[src/rtl/exc_pkg.sv]
package exc_pkg;

   localparam int N_KIND  = 7;
   localparam int KIND_W  = 3;
   localparam int N_BANK  = 5;
   localparam int BANK_W  = 3;
   localparam int MODE_W  = 5;

   // request bit positions
   localparam int K_RST  = 0;
   localparam int K_UND  = 1;
   localparam int K_SWI  = 2;
   localparam int K_PABT = 3;
   localparam int K_DABT = 4;
   localparam int K_IRQ  = 5;
   localparam int K_FIQ  = 6;

   // status word bit positions
   localparam int SB_FDIS = 6;
   localparam int SB_IDIS = 7;

   localparam logic [MODE_W-1:0] M_USR = 5'h10;
   localparam logic [MODE_W-1:0] M_FIQ = 5'h11;
   localparam logic [MODE_W-1:0] M_IRQ = 5'h12;
   localparam logic [MODE_W-1:0] M_SVC = 5'h13;
   localparam logic [MODE_W-1:0] M_ABT = 5'h17;
   localparam logic [MODE_W-1:0] M_UND = 5'h1B;
   localparam logic [MODE_W-1:0] M_SYS = 5'h1F;

   typedef struct packed {
      logic              valid;
      logic [BANK_W-1:0] idx;
   } bank_sel_t;

   // rank 0 is served first
   function automatic logic [KIND_W-1:0] prio_kind(input int rank);
      case (rank)
         0:       return KIND_W'(K_RST);
         1:       return KIND_W'(K_DABT);
         2:       return KIND_W'(K_FIQ);
         3:       return KIND_W'(K_IRQ);
         4:       return KIND_W'(K_PABT);
         5:       return KIND_W'(K_UND);
         default: return KIND_W'(K_SWI);
      endcase
   endfunction

   function automatic logic [MODE_W-1:0] kind_mode(input logic [KIND_W-1:0] k);
      case (k)
         KIND_W'(K_RST), KIND_W'(K_SWI):   return M_SVC;
         KIND_W'(K_PABT), KIND_W'(K_DABT): return M_ABT;
         KIND_W'(K_UND):                   return M_UND;
         KIND_W'(K_IRQ):                   return M_IRQ;
         default:                          return M_FIQ;
      endcase
   endfunction

   // byte offset; slot 0x14 is skipped on purpose
   function automatic logic [4:0] kind_offset(input logic [KIND_W-1:0] k);
      case (k)
         KIND_W'(K_IRQ): return 5'h18;
         KIND_W'(K_FIQ): return 5'h1C;
         default:        return {k, 2'b00};
      endcase
   endfunction

   function automatic bank_sel_t mode_bank(input logic [MODE_W-1:0] m);
      bank_sel_t s;
      s.valid = 1'b1;
      case (m)
         M_FIQ:   s.idx = 3'd0;
         M_IRQ:   s.idx = 3'd1;
         M_SVC:   s.idx = 3'd2;
         M_ABT:   s.idx = 3'd3;
         M_UND:   s.idx = 3'd4;
         default: begin s.valid = 1'b0; s.idx = 3'd0; end
      endcase
      return s;
   endfunction

endpackage

[src/rtl/exc_arbiter.sv]
module exc_arbiter
   import exc_pkg::*;
#(
   parameter int N_REQ = N_KIND
) (
   input  logic [N_REQ-1:0]  req_i,
   input  logic              irq_dis_i,
   input  logic              fiq_dis_i,
   output logic              take_o,
   output logic [KIND_W-1:0] kind_o
);

   if (N_REQ != N_KIND) begin : g_bad_nreq
      $error("exc_arbiter: N_REQ must equal the number of exception kinds");
   end

   logic [N_REQ-1:0] eff;

   for (genvar i = 0; i < N_REQ; i++) begin : g_mask
      if (i == K_IRQ) begin : g_irq
         assign eff[i] = req_i[i] & ~irq_dis_i;
      end else if (i == K_FIQ) begin : g_fiq
         assign eff[i] = req_i[i] & ~fiq_dis_i;
      end else begin : g_plain
         assign eff[i] = req_i[i];
      end
   end

   always_comb begin
      take_o = 1'b0;
      kind_o = '0;
      for (int r = N_REQ - 1; r >= 0; r--) begin
         if (eff[prio_kind(r)]) begin
            take_o = 1'b1;
            kind_o = prio_kind(r);
         end
      end
   end

endmodule

[src/rtl/exc_vector_gen.sv]
module exc_vector_gen
   import exc_pkg::*;
#(
   parameter int          ADDR_W    = 32,
   parameter bit          HIGH_VEC  = 1'b0,
   parameter int unsigned HIGH_BASE = 32'hFFFF_0000
) (
   input  logic [KIND_W-1:0] kind_i,
   output logic [ADDR_W-1:0] addr_o
);

   if (ADDR_W < 8) begin : g_bad_addr
      $error("exc_vector_gen: ADDR_W too small for the vector table");
   end

   logic [ADDR_W-1:0] base;

   if (HIGH_VEC) begin : g_high
      assign base = ADDR_W'(HIGH_BASE);
   end else begin : g_low
      assign base = '0;
   end

   assign addr_o = base + ADDR_W'(kind_offset(kind_i));

endmodule

[src/rtl/exc_saved_bank.sv]
module exc_saved_bank
   import exc_pkg::*;
#(
   parameter int STAT_W = 32,
   parameter int NB     = N_BANK
) (
   input  logic              clk,
   input  logic              rst_n,
   input  logic              we_i,
   input  logic [BANK_W-1:0] wsel_i,
   input  logic [STAT_W-1:0] wdata_i,
   input  logic [BANK_W-1:0] rsel_i,
   output logic [STAT_W-1:0] rdata_o
);

   if (NB > (1 << BANK_W)) begin : g_bad_nb
      $error("exc_saved_bank: NB exceeds the select width");
   end

   logic [STAT_W-1:0] regs [NB];

   for (genvar b = 0; b < NB; b++) begin : g_bank
      always_ff @(posedge clk) begin
         if (!rst_n)
            regs[b] <= '0;
         else if (we_i && (wsel_i == BANK_W'(b)))
            regs[b] <= wdata_i;
      end
   end

   always_comb begin
      rdata_o = '0;
      for (int b = 0; b < NB; b++)
         if (rsel_i == BANK_W'(b)) rdata_o = regs[b];
   end

endmodule

[src/rtl/exc_entry_unit.sv]
module exc_entry_unit
   import exc_pkg::*;
#(
   parameter int          STAT_W     = 32,
   parameter int          ADDR_W     = 32,
   parameter bit          HIGH_VEC   = 1'b0,
   parameter int unsigned HIGH_BASE  = 32'hFFFF_0000,
   parameter logic [31:0] RST_STATUS = 32'h0000_00D3
) (
   input  logic              clk,
   input  logic              rst_n,
   input  logic [N_KIND-1:0] req_i,
   input  logic              ret_i,
   input  logic              wr_en_i,
   input  logic [STAT_W-1:0] wr_data_i,
   output logic [STAT_W-1:0] status_o,
   output logic [STAT_W-1:0] saved_o,
   output logic              vec_valid_o,
   output logic [ADDR_W-1:0] vec_addr_o,
   output logic              ret_err_o
);

   localparam int MIN_STAT_W = SB_IDIS + 1;

   if (STAT_W < MIN_STAT_W) begin : g_bad_stat
      $error("exc_entry_unit: STAT_W cannot hold mode and mask bits");
   end

   logic [STAT_W-1:0] status_q, status_n, entry_status, bank_rdata;
   logic              take;
   logic [KIND_W-1:0] kind;
   logic [MODE_W-1:0] cur_mode, tgt_mode;
   bank_sel_t         cur_bank, tgt_bank;
   logic              bank_we, err_n;
   logic [ADDR_W-1:0] vec_addr_n;

   assign cur_mode = status_q[MODE_W-1:0];
   assign cur_bank = mode_bank(cur_mode);

   exc_arbiter #(.N_REQ(N_KIND)) u_arb (
      .req_i     (req_i),
      .irq_dis_i (status_q[SB_IDIS]),
      .fiq_dis_i (status_q[SB_FDIS]),
      .take_o    (take),
      .kind_o    (kind)
   );

   exc_vector_gen #(
      .ADDR_W    (ADDR_W),
      .HIGH_VEC  (HIGH_VEC),
      .HIGH_BASE (HIGH_BASE)
   ) u_vec (
      .kind_i (kind),
      .addr_o (vec_addr_n)
   );

   assign tgt_mode = kind_mode(kind);
   assign tgt_bank = mode_bank(tgt_mode);

   always_comb begin
      entry_status                 = status_q;
      entry_status[MODE_W-1:0]     = tgt_mode;
      entry_status[SB_IDIS]        = 1'b1;
      if (kind == KIND_W'(K_RST) || kind == KIND_W'(K_FIQ))
         entry_status[SB_FDIS] = 1'b1;
   end

   exc_saved_bank #(.STAT_W(STAT_W), .NB(N_BANK)) u_bank (
      .clk     (clk),
      .rst_n   (rst_n),
      .we_i    (bank_we),
      .wsel_i  (tgt_bank.idx),
      .wdata_i (status_q),
      .rsel_i  (cur_bank.idx),
      .rdata_o (bank_rdata)
   );

   always_comb begin
      status_n = status_q;
      bank_we  = 1'b0;
      err_n    = 1'b0;
      if (take) begin
         status_n = entry_status;
         bank_we  = tgt_bank.valid;
      end else if (ret_i) begin
         if (cur_bank.valid) status_n = bank_rdata;
         else                err_n    = 1'b1;
      end else if (wr_en_i) begin
         status_n = wr_data_i;
      end
   end

   always_ff @(posedge clk) begin
      if (!rst_n) begin
         status_q    <= STAT_W'(RST_STATUS);
         vec_valid_o <= 1'b0;
         vec_addr_o  <= '0;
         ret_err_o   <= 1'b0;
      end else begin
         status_q    <= status_n;
         vec_valid_o <= take;
         if (take) vec_addr_o <= vec_addr_n;
         ret_err_o   <= err_n;
      end
   end

   assign status_o = status_q;
   assign saved_o  = cur_bank.valid ? bank_rdata : '0;

endmodule

[config.mk]
export PLATFORM = sky130hd
export DESIGN_NAME = exc_entry_unit
export DESIGN_NICKNAME = d
export VERILOG_FILES = /design/src/rtl/exc_pkg.sv /design/src/rtl/exc_arbiter.sv /design/src/rtl/exc_vector_gen.sv /design/src/rtl/exc_saved_bank.sv /design/src/rtl/exc_entry_unit.sv
export SDC_FILE = /design/constraint.sdc
export NUM_CORES = 1
export LEC_CHECK = 0
export BUFFER_PORTS_ARGS = -buffer_cell sky130_fd_sc_hd__buf_2
export CORE_MARGIN = 5
export CORE_UTILIZATION = 46
export DETAILED_ROUTE_END_ITERATION = 16
export PLACE_DENSITY = 0.73
export SLEW_MARGIN = 20
export SYNTH_ARGS = -nofsm -noshare
export SYNTH_HDL_FRONTEND = slang
export SYNTH_SLANG_ARGS = --single-unit
[constraint.sdc]
create_clock -name clk -period 8.2 [get_ports clk]
set_clock_uncertainty 0.05 [all_clocks]
set_input_delay 1.64 -clock clk [delete_from_list [all_inputs] [get_ports clk]]
set_output_delay 1.64 -clock clk [all_outputs]
set_load 0.1 [all_outputs]
==> results of run 1 <==
==> metrics by stage <==
step                hold WS, ns  setup slack (ns)
global route              0.519              2.39
global placement          0.441              3.27
detailed placement        0.442              3.17
finish                    0.458              2.60
CTS                       0.460              2.70
floorplan                 0.508              2.25
==> cell usage in the layout, fill, tap and decap left out, types with 27 or more instances in the layout <==
cell type,synthesis,routed
a21oi_1,35,35
and2_1,92,92
and3_1,58,58
buf_2,17,111
conb_1,1,31
dfxtp_1,37,37
edfxtp_1,160,160
inv_1,28,28
nand2_1,27,27
nor2_1,84,81
nor3_1,37,35
o21ai_0,42,39
==> kinds of logic (layout without fill, tap and decap cells) <==
group,after synthesis,count (layout),synth area share [%]
other cells,1,31,0.0384
flops,197,197,56.7
simple gates,365,365,20.4
fa+ha+maj,1,1,0.102
compound gates,200,200,15.2
mux,6,6,0.627
buf+inv,135,193,6.82
xor+xnor,1,1,0.0896
==> metal layers <==
metal / vias to the layer above / track usage, %
met2: 423 / 36.7
met4: 0 / 8.59
met1: 3748 / 31.3
met5: - / 0
met3: 45 / 4.41
li1: 3469 / -
==> flip-flops by register name, indices dropped and copies added (netlist names) <==
signal       count
status_o        32
ret_err_o        1
u_bank.regs    160
vec_valid_o      1
vec_addr_o       3
==> worst max-delay path, delay by kind of cell, from the launching register on <==
family,cells,cell delay [ns]
simple gates,4,1.93
buf+inv,2,0.87
flops,1,0.66
==> cell usage after synthesis, types with 5 or more instances <==
master | instances | area, um2
a221oi_1 | 16 | 140
and2_1 | 92 | 576
buf_4 | 35 | 263
nand2_1 | 27 | 101
clkbuf_1 | 50 | 188
and3_1 | 58 | 363
nor3_1 | 37 | 185
a311oi_1 | 10 | 87.6
o211a_1 | 5 | 50.1
a211o_1 | 6 | 52.6
nand3_1 | 9 | 45.0
buf_2 | 17 | 85.1
nor2_1 | 84 | 315
o21ai_0 | 42 | 210
a21oi_1 | 35 | 175
nand3b_1 | 13 | 97.6
inv_1 | 28 | 105
a221o_1 | 11 | 110
o221a_2 | 6 | 67.6
nor4_1 | 7 | 43.8
o32ai_1 | 14 | 123
o211ai_1 | 10 | 75.1
nand2b_1 | 9 | 56.3
nor2b_1 | 9 | 56.3
o2111ai_1 | 5 | 43.8
a22oi_1 | 5 | 37.5
edfxtp_1 | 160 | 4800
dfxtp_1 | 37 | 741
mux2i_1 | 5 | 50.1
==> power by group <==
part | internal, mW | leakage, nW | switching (mW)
clock network | 0.427 | 0.273 | 0.390
registers | 1.12 | 2.00 | 0.0175
logic | 0.0753 | 2.26 | 0.372
==> layout make-up <==
cell class,count,share of cell area [%]
Clock buffer,17,3.86
Clock inverter,15,1.34
Inverter,29,0.988
Multi-Input combinational cell,604,33.9
Sequential cell,197,50.3
Tap cell,275,3.12
Timing Repair Buffer,132,6.47
==> worst paths after layout <==
check,to,slack (ns),depth (start not counted)
setup / recovery,saved_o[2],2.60,6
hold / removal,vec_addr_o[4]$_SDFFE_PN0P_,0.46,2
setup reg to reg,status_o[22]$_SDFFE_PN0P_,4.64,6
hold reg to reg,vec_addr_o[4]$_SDFFE_PN0P_,0.46,2
==> impl_metrics.csv, run 1 <==
group,metric,value,unit
floorplan,pin_count,141,
clock_tree,cts_hold_buf,0,
synthesis,synth_area,9780,um2
clock_tree,cts_tree,"built",
finish,nNetsFinal,1024,
placed_design,placed_area,10500,um2
floorplan,die-area,24300,um2
run,drv_cap,0,
worst_setup_path,end_kind,"output port",
worst_setup_path,start_kind,"flop",
sta,period_share,68.3,%
synthesis,syn_area_per_cell,10.8,um2
synthesis,synth-edff-count,160,
global_routing,grt_usage,23.0,%
sta,drv_slew,0,
route,drc_errors,0,
worst_setup_path,crit_fanout,44,
placed_design,post-dp-hpwl,17.3,mm
finish,multi_input_area,3740,um2
finish,postLayoutCoreUtil,52.6,%
worst_setup_path,slowest_stage,"or2_2",
worst_setup_path,crit_chain,"buf_4 -> nand4b_1 -> or2_2 -> nor2_1 -> nor3_1 -> buf_2",
route,drtAntennaViolNets,0,
route,dr.max_layer_used,"met4",
outcome,status,"completed",
clock_tree,cts_max_level,4,
clock_tree,numCtsBuffers,17,
finish,area_delta_synth_final,12.8,%
clock_tree,clk_pin_slew_worst_paths,0.08,ns
route,dr.pass1.iters,6,
finish,final_cell_area,11000,um2
finish,ff_latch_area,5550,um2
route,wl_met3,2.61,mm
floorplan,core-area,21000,um2
route,detail_route.wl_per_cell,22.1,um
finish,fillCellCount,1851,
clock_tree,cts.sinks,197,
finish,num_antenna_cells,0,
global_routing,antenna_found_initial,0,
route,wl,28.0,mm
route,drt-met1-wl,11.5,mm
worst_setup_path,required,6.51,ns
clock_tree,root_buffer,"clkbuf_16",
power,p_total,2.40,mW
sta,slew_headroom,32.1,%
power,ir_worst_vdd,143,uV
worst_hold_path,hp-class,"flop to flop",
sta,setup_violations,0,
global_routing,grt_max_degree,60,
route,dr_total_vias,7685,
placed_design,numPortBuffers,111,
floorplan,die_w,156,um
clock_tree,ctsLongestPathBuffers,2,
synthesis,synth_seq_cells,197,
floorplan,floorplan.initialDensity,46.7,%
synthesis,async_flop_share,0,%
floorplan,die_height,156,um
worst_hold_path,hp-start,"vec_addr_o[4]$_SDFFE_PN0P_",
global_routing,overflow,0,
worst_setup_path,setup.worst_path.start,"status_o[2]$_SDFFE_PN0P_",
global_routing,grt_pass1_wl,42.7,mm
sta,tns,0,ns
sta,final.min_clock_period,5.60,ns
worst_setup_path,max_stage_delay,0.92,ns
finish,final_cells,1269,
synthesis,yosys_warnings,0,
route,dr_wl_met2,13.2,mm
sta,timing.final.hold_violations,0,
synthesis,yosysSeqAreaShare,56.7,%
power,powerDensity,218,nW/um2
placed_design,placedCellCount,1237,
synthesis,ys.flop_type,"edfxtp_1",
power,cellLeakagePower,4.53,nW
synthesis,synth_cell_types,70,
worst_setup_path,cp.arrival,3.91,ns
global_routing,grt_pass1_vias,7346,
clock_tree,post_cts_buffers,0,
floorplan,num_rows,53,
synthesis,syn_inst,906,
route,via_per_inst,6.06,
clock_tree,cts.repair.resized,0,
sta,fmax,179,MHz
worst_setup_path,reg2reg_from,"status_o[2]$_SDFFE_PN0P_",
clock_tree,clkLatencyLatePin,0.44,ns
sta,worst_pin_slew,1.02,ns
sta,rsz0062_at_grt,"no",
route,drt-initial-drc-count,942,
placed_design,place_congestion,0.854,
worst_setup_path,criticalPathCategory,"flop to output port",
finish,drive_gt1_share,18.9,%
No activity file was read; power rests on OpenSTA's default activity.
==> run 2, diff against run 1 <==
- ABC_AREA: unset -> 1
- PLACE_DENSITY: 0.73 -> 0.74
- clock period: 8.2 -> 5.4 ns (I/O delays scaled with it)
==> run 2 against run 1 <==
  * Synthesized cell count grew 26%
  * Critical path type unchanged
  * Global-route usage is 2.6 points lower
  * Die area is 1.8% lower
==> impl_metrics.csv, run 2 <==
group,metric,value,unit
route,detail_route.wl_per_cell,15.9,um
floorplan,floorplan.initialDensity,47.1,%
power,p_total,3.89,mW
finish,largest_reg_flops,160,
route,via_per_inst,5.03,
worst_setup_path,slowest_stage,"dfxtp_1",
placed_design,place_congestion,0.857,
finish,final_common_cell,"nor2_1",
route,drc_errors,0,
worst_setup_path,setup.worst_path.start,"status_o[2]$_SDFFE_PN0P_",
synthesis,synth_cell_types,26,
finish,drive_gt1_share,16.4,%
synthesis,async_flop_share,0,%
sta,drv_slew,0,
synthesis,synth_xor_area_share,0,%
global_routing,grt_max_degree,63,
worst_setup_path,crit_chain,"nor2_1 -> nand3_1 -> nand3_4 -> inv_2 -> nand2_1 -> nand3_1 -> nand2_1 -> nor2_1 -> buf_2",
synthesis,syn_area_per_cell,8.39,um2
worst_setup_path,cp.arrival,3.64,ns
synthesis,synth_area,9590,um2
route,drtAntennaViolNets,0,
clock_tree,clkLatencyLatePin,0.44,ns
sta,timing.final.hold_violations,0,
synthesis,synth_compound_area_share,2.95,%
worst_setup_path,max_stage_delay,0.92,ns
synthesis,synth-edff-count,160,
floorplan,die_height,154,um
synthesis,synth_top_family_by_area,"simple AND/OR/NAND/NOR gates",
synthesis,yosys-top-cells-area,"edfxtp_1, nor2_1, nand2_1, dfxtp_1, inv_1",
synthesis,muxShareOfSynthArea,0,%
clock_tree,cts.sinks,197,
worst_setup_path,end_kind,"output port",
clock_tree,cts.repair.resized,0,
power,ir_worst_vdd,262,uV
finish,regMostFlops,"u_bank.regs",
route,dr_total_vias,7641,
placed_design,post-dp-hpwl,15.4,mm
finish,num_antenna_cells,0,
floorplan,die_w,154,um
synthesis,syn_inst,1143,
synthesis,yosysTopAreaCellShare,50.1,%
sta,slew_headroom,39.0,%
synthesis,yosysSeqAreaShare,57.8,%
sta,worst_pin_slew,0.914,ns
clock_tree,numCtsBuffers,17,
floorplan,num_rows,52,
placed_design,dp_slack,1.09,ns
worst_setup_path,crit_fanout,25,
sta,fmax,209,MHz
clock_tree,cts_hold_buf,0,
power,powerDensity,357,nW/um2
run,drv_cap,0,
sta,setup_violations,0,
sta,period_share,88.4,%
route,drt-initial-drc-count,496,
worst_setup_path,required,4.27,ns
synthesis,ys.flop_type,"edfxtp_1",
floorplan,core-area,20400,um2
synthesis,synth_common_cells,"nor2_1, nand2_1, edfxtp_1, inv_1, nand3_1",
sta,final.min_clock_period,4.77,ns
floorplan,die-area,23800,um2
sta,tns,0,ns
sta,rsz0062_at_grt,"no",
global_routing,overflow,0,
worst_hold_path,hp-start,"vec_addr_o[4]$_SDFFE_PN0P_",
clock_tree,post_cts_buffers,0,
finish,nNetsFinal,1280,
clock_tree,ctsLongestPathBuffers,2,
worst_hold_path,hp-class,"flop to flop",
global_routing,grt_pass1_wl,38.5,mm
clock_tree,clk_pin_slew_worst_paths,0.07,ns
clock_tree,cts_max_level,4,
synthesis,synth-simple-area-share,29.7,%
route,wl,24.1,mm
worst_setup_path,criticalPathCategory,"flop to output port",
clock_tree,root_buffer,"clkbuf_16",
clock_tree,cts_tree,"built",
synthesis,synthAdderAreaFrac,0,%
synthesis,synth_seq_cells,197,
power,cellLeakagePower,4.97,nW
synthesis,yosysMostFrequentCell,"nor2_1",
global_routing,antenna_found_initial,0,
placed_design,numPortBuffers,111,
worst_setup_path,start_kind,"flop",
route,dr.pass1.iters,5,
global_routing,grt_pass1_vias,7427,
finish,area_delta_synth_final,13.7,%
outcome,status,"completed",
worst_setup_path,reg2reg_from,"status_o[2]$_SDFFE_PN0P_",
finish,layout_common_cells,"nor2_1, nand2_1, edfxtp_1",
synthesis,yosys_warnings,0,
synthesis,synth_top_cell_by_area,"edfxtp_1",
floorplan,pin_count,141,
global_routing,grt_usage,20.4,%
sta,worst_slack,0.626,ns
## run 2: cell types whose count changed in the layout (fill, tap and decap cells not counted), moves of 16 or more
cell / delta
a221oi_1: -16
nand2_1: +229
nor3_1: -35
or2_2: +25
nand3_1: +67
and3_1: -58
o21ai_0: -34
and2_1: -92
inv_1: +81
nor2_1: +227
## run 2: final cells by class
type	count	area, um2
well taps	270	338
multi-input cells	775	3270
clock inverters	11	146
repair buffers	127	676
flip-flops and latches	197	5550
fillers	1826	9470
inverters	119	447
clock buffers	21	480
## run 2: critical path: cells and delay by family (launching register included)
kind | cells | cell delay (ns)
simple gates | 7 | 1.41
flops | 1 | 0.92
buf+inv | 2 | 0.87
## run 2: final timing paths
check | end | slack, ns | depth (start not counted)
max | saved_o[25] | 0.63 | 9
min | vec_addr_o[4]$_SDFFE_PN0P_ | 0.41 | 2
max reg2reg | status_o[30]$_SDFFE_PN0P_ | 1.93 | 8
min reg2reg | vec_addr_o[4]$_SDFFE_PN0P_ | 0.41 | 2
## run 2: kinds of logic after synthesis
group | after synthesis
simple gates | 689
other cells | 1
flops | 197
buf+inv | 201
compound gates | 55
## run 2: layer usage
layer	track usage, %	routed length [um]
met3	4.11	1720
met5	0	0
met1	25.4	9740
met2	36.0	12100
met4	6.01	528
## run 2: metrics by stage
| stage | cells | hold slack (ns) | cell area, um2 | util (%) |
|---|---|---|---|---|
| finish | 1520 | 0.412 | 10900 | 53.5 |
| floorplan | 1173 | 0.429 | 9700 | - |
| global route | 1520 | 0.438 | 10900 | 53.5 |
| global placement | 1488 | 0.404 | 10300 | 50.4 |
| CTS | 1520 | 0.415 | 10900 | 53.5 |
| detailed placement | 1488 | 0.406 | 10300 | 50.4 |
## run 2: where the power goes
| part | switching, mW | total (mW) | internal (mW) |
|---|---|---|---|
| clock | 0.557 | 1.34 | 0.779 |
| sequential | 0.0259 | 1.74 | 1.72 |
| combinational | 0.689 | 0.813 | 0.123 |
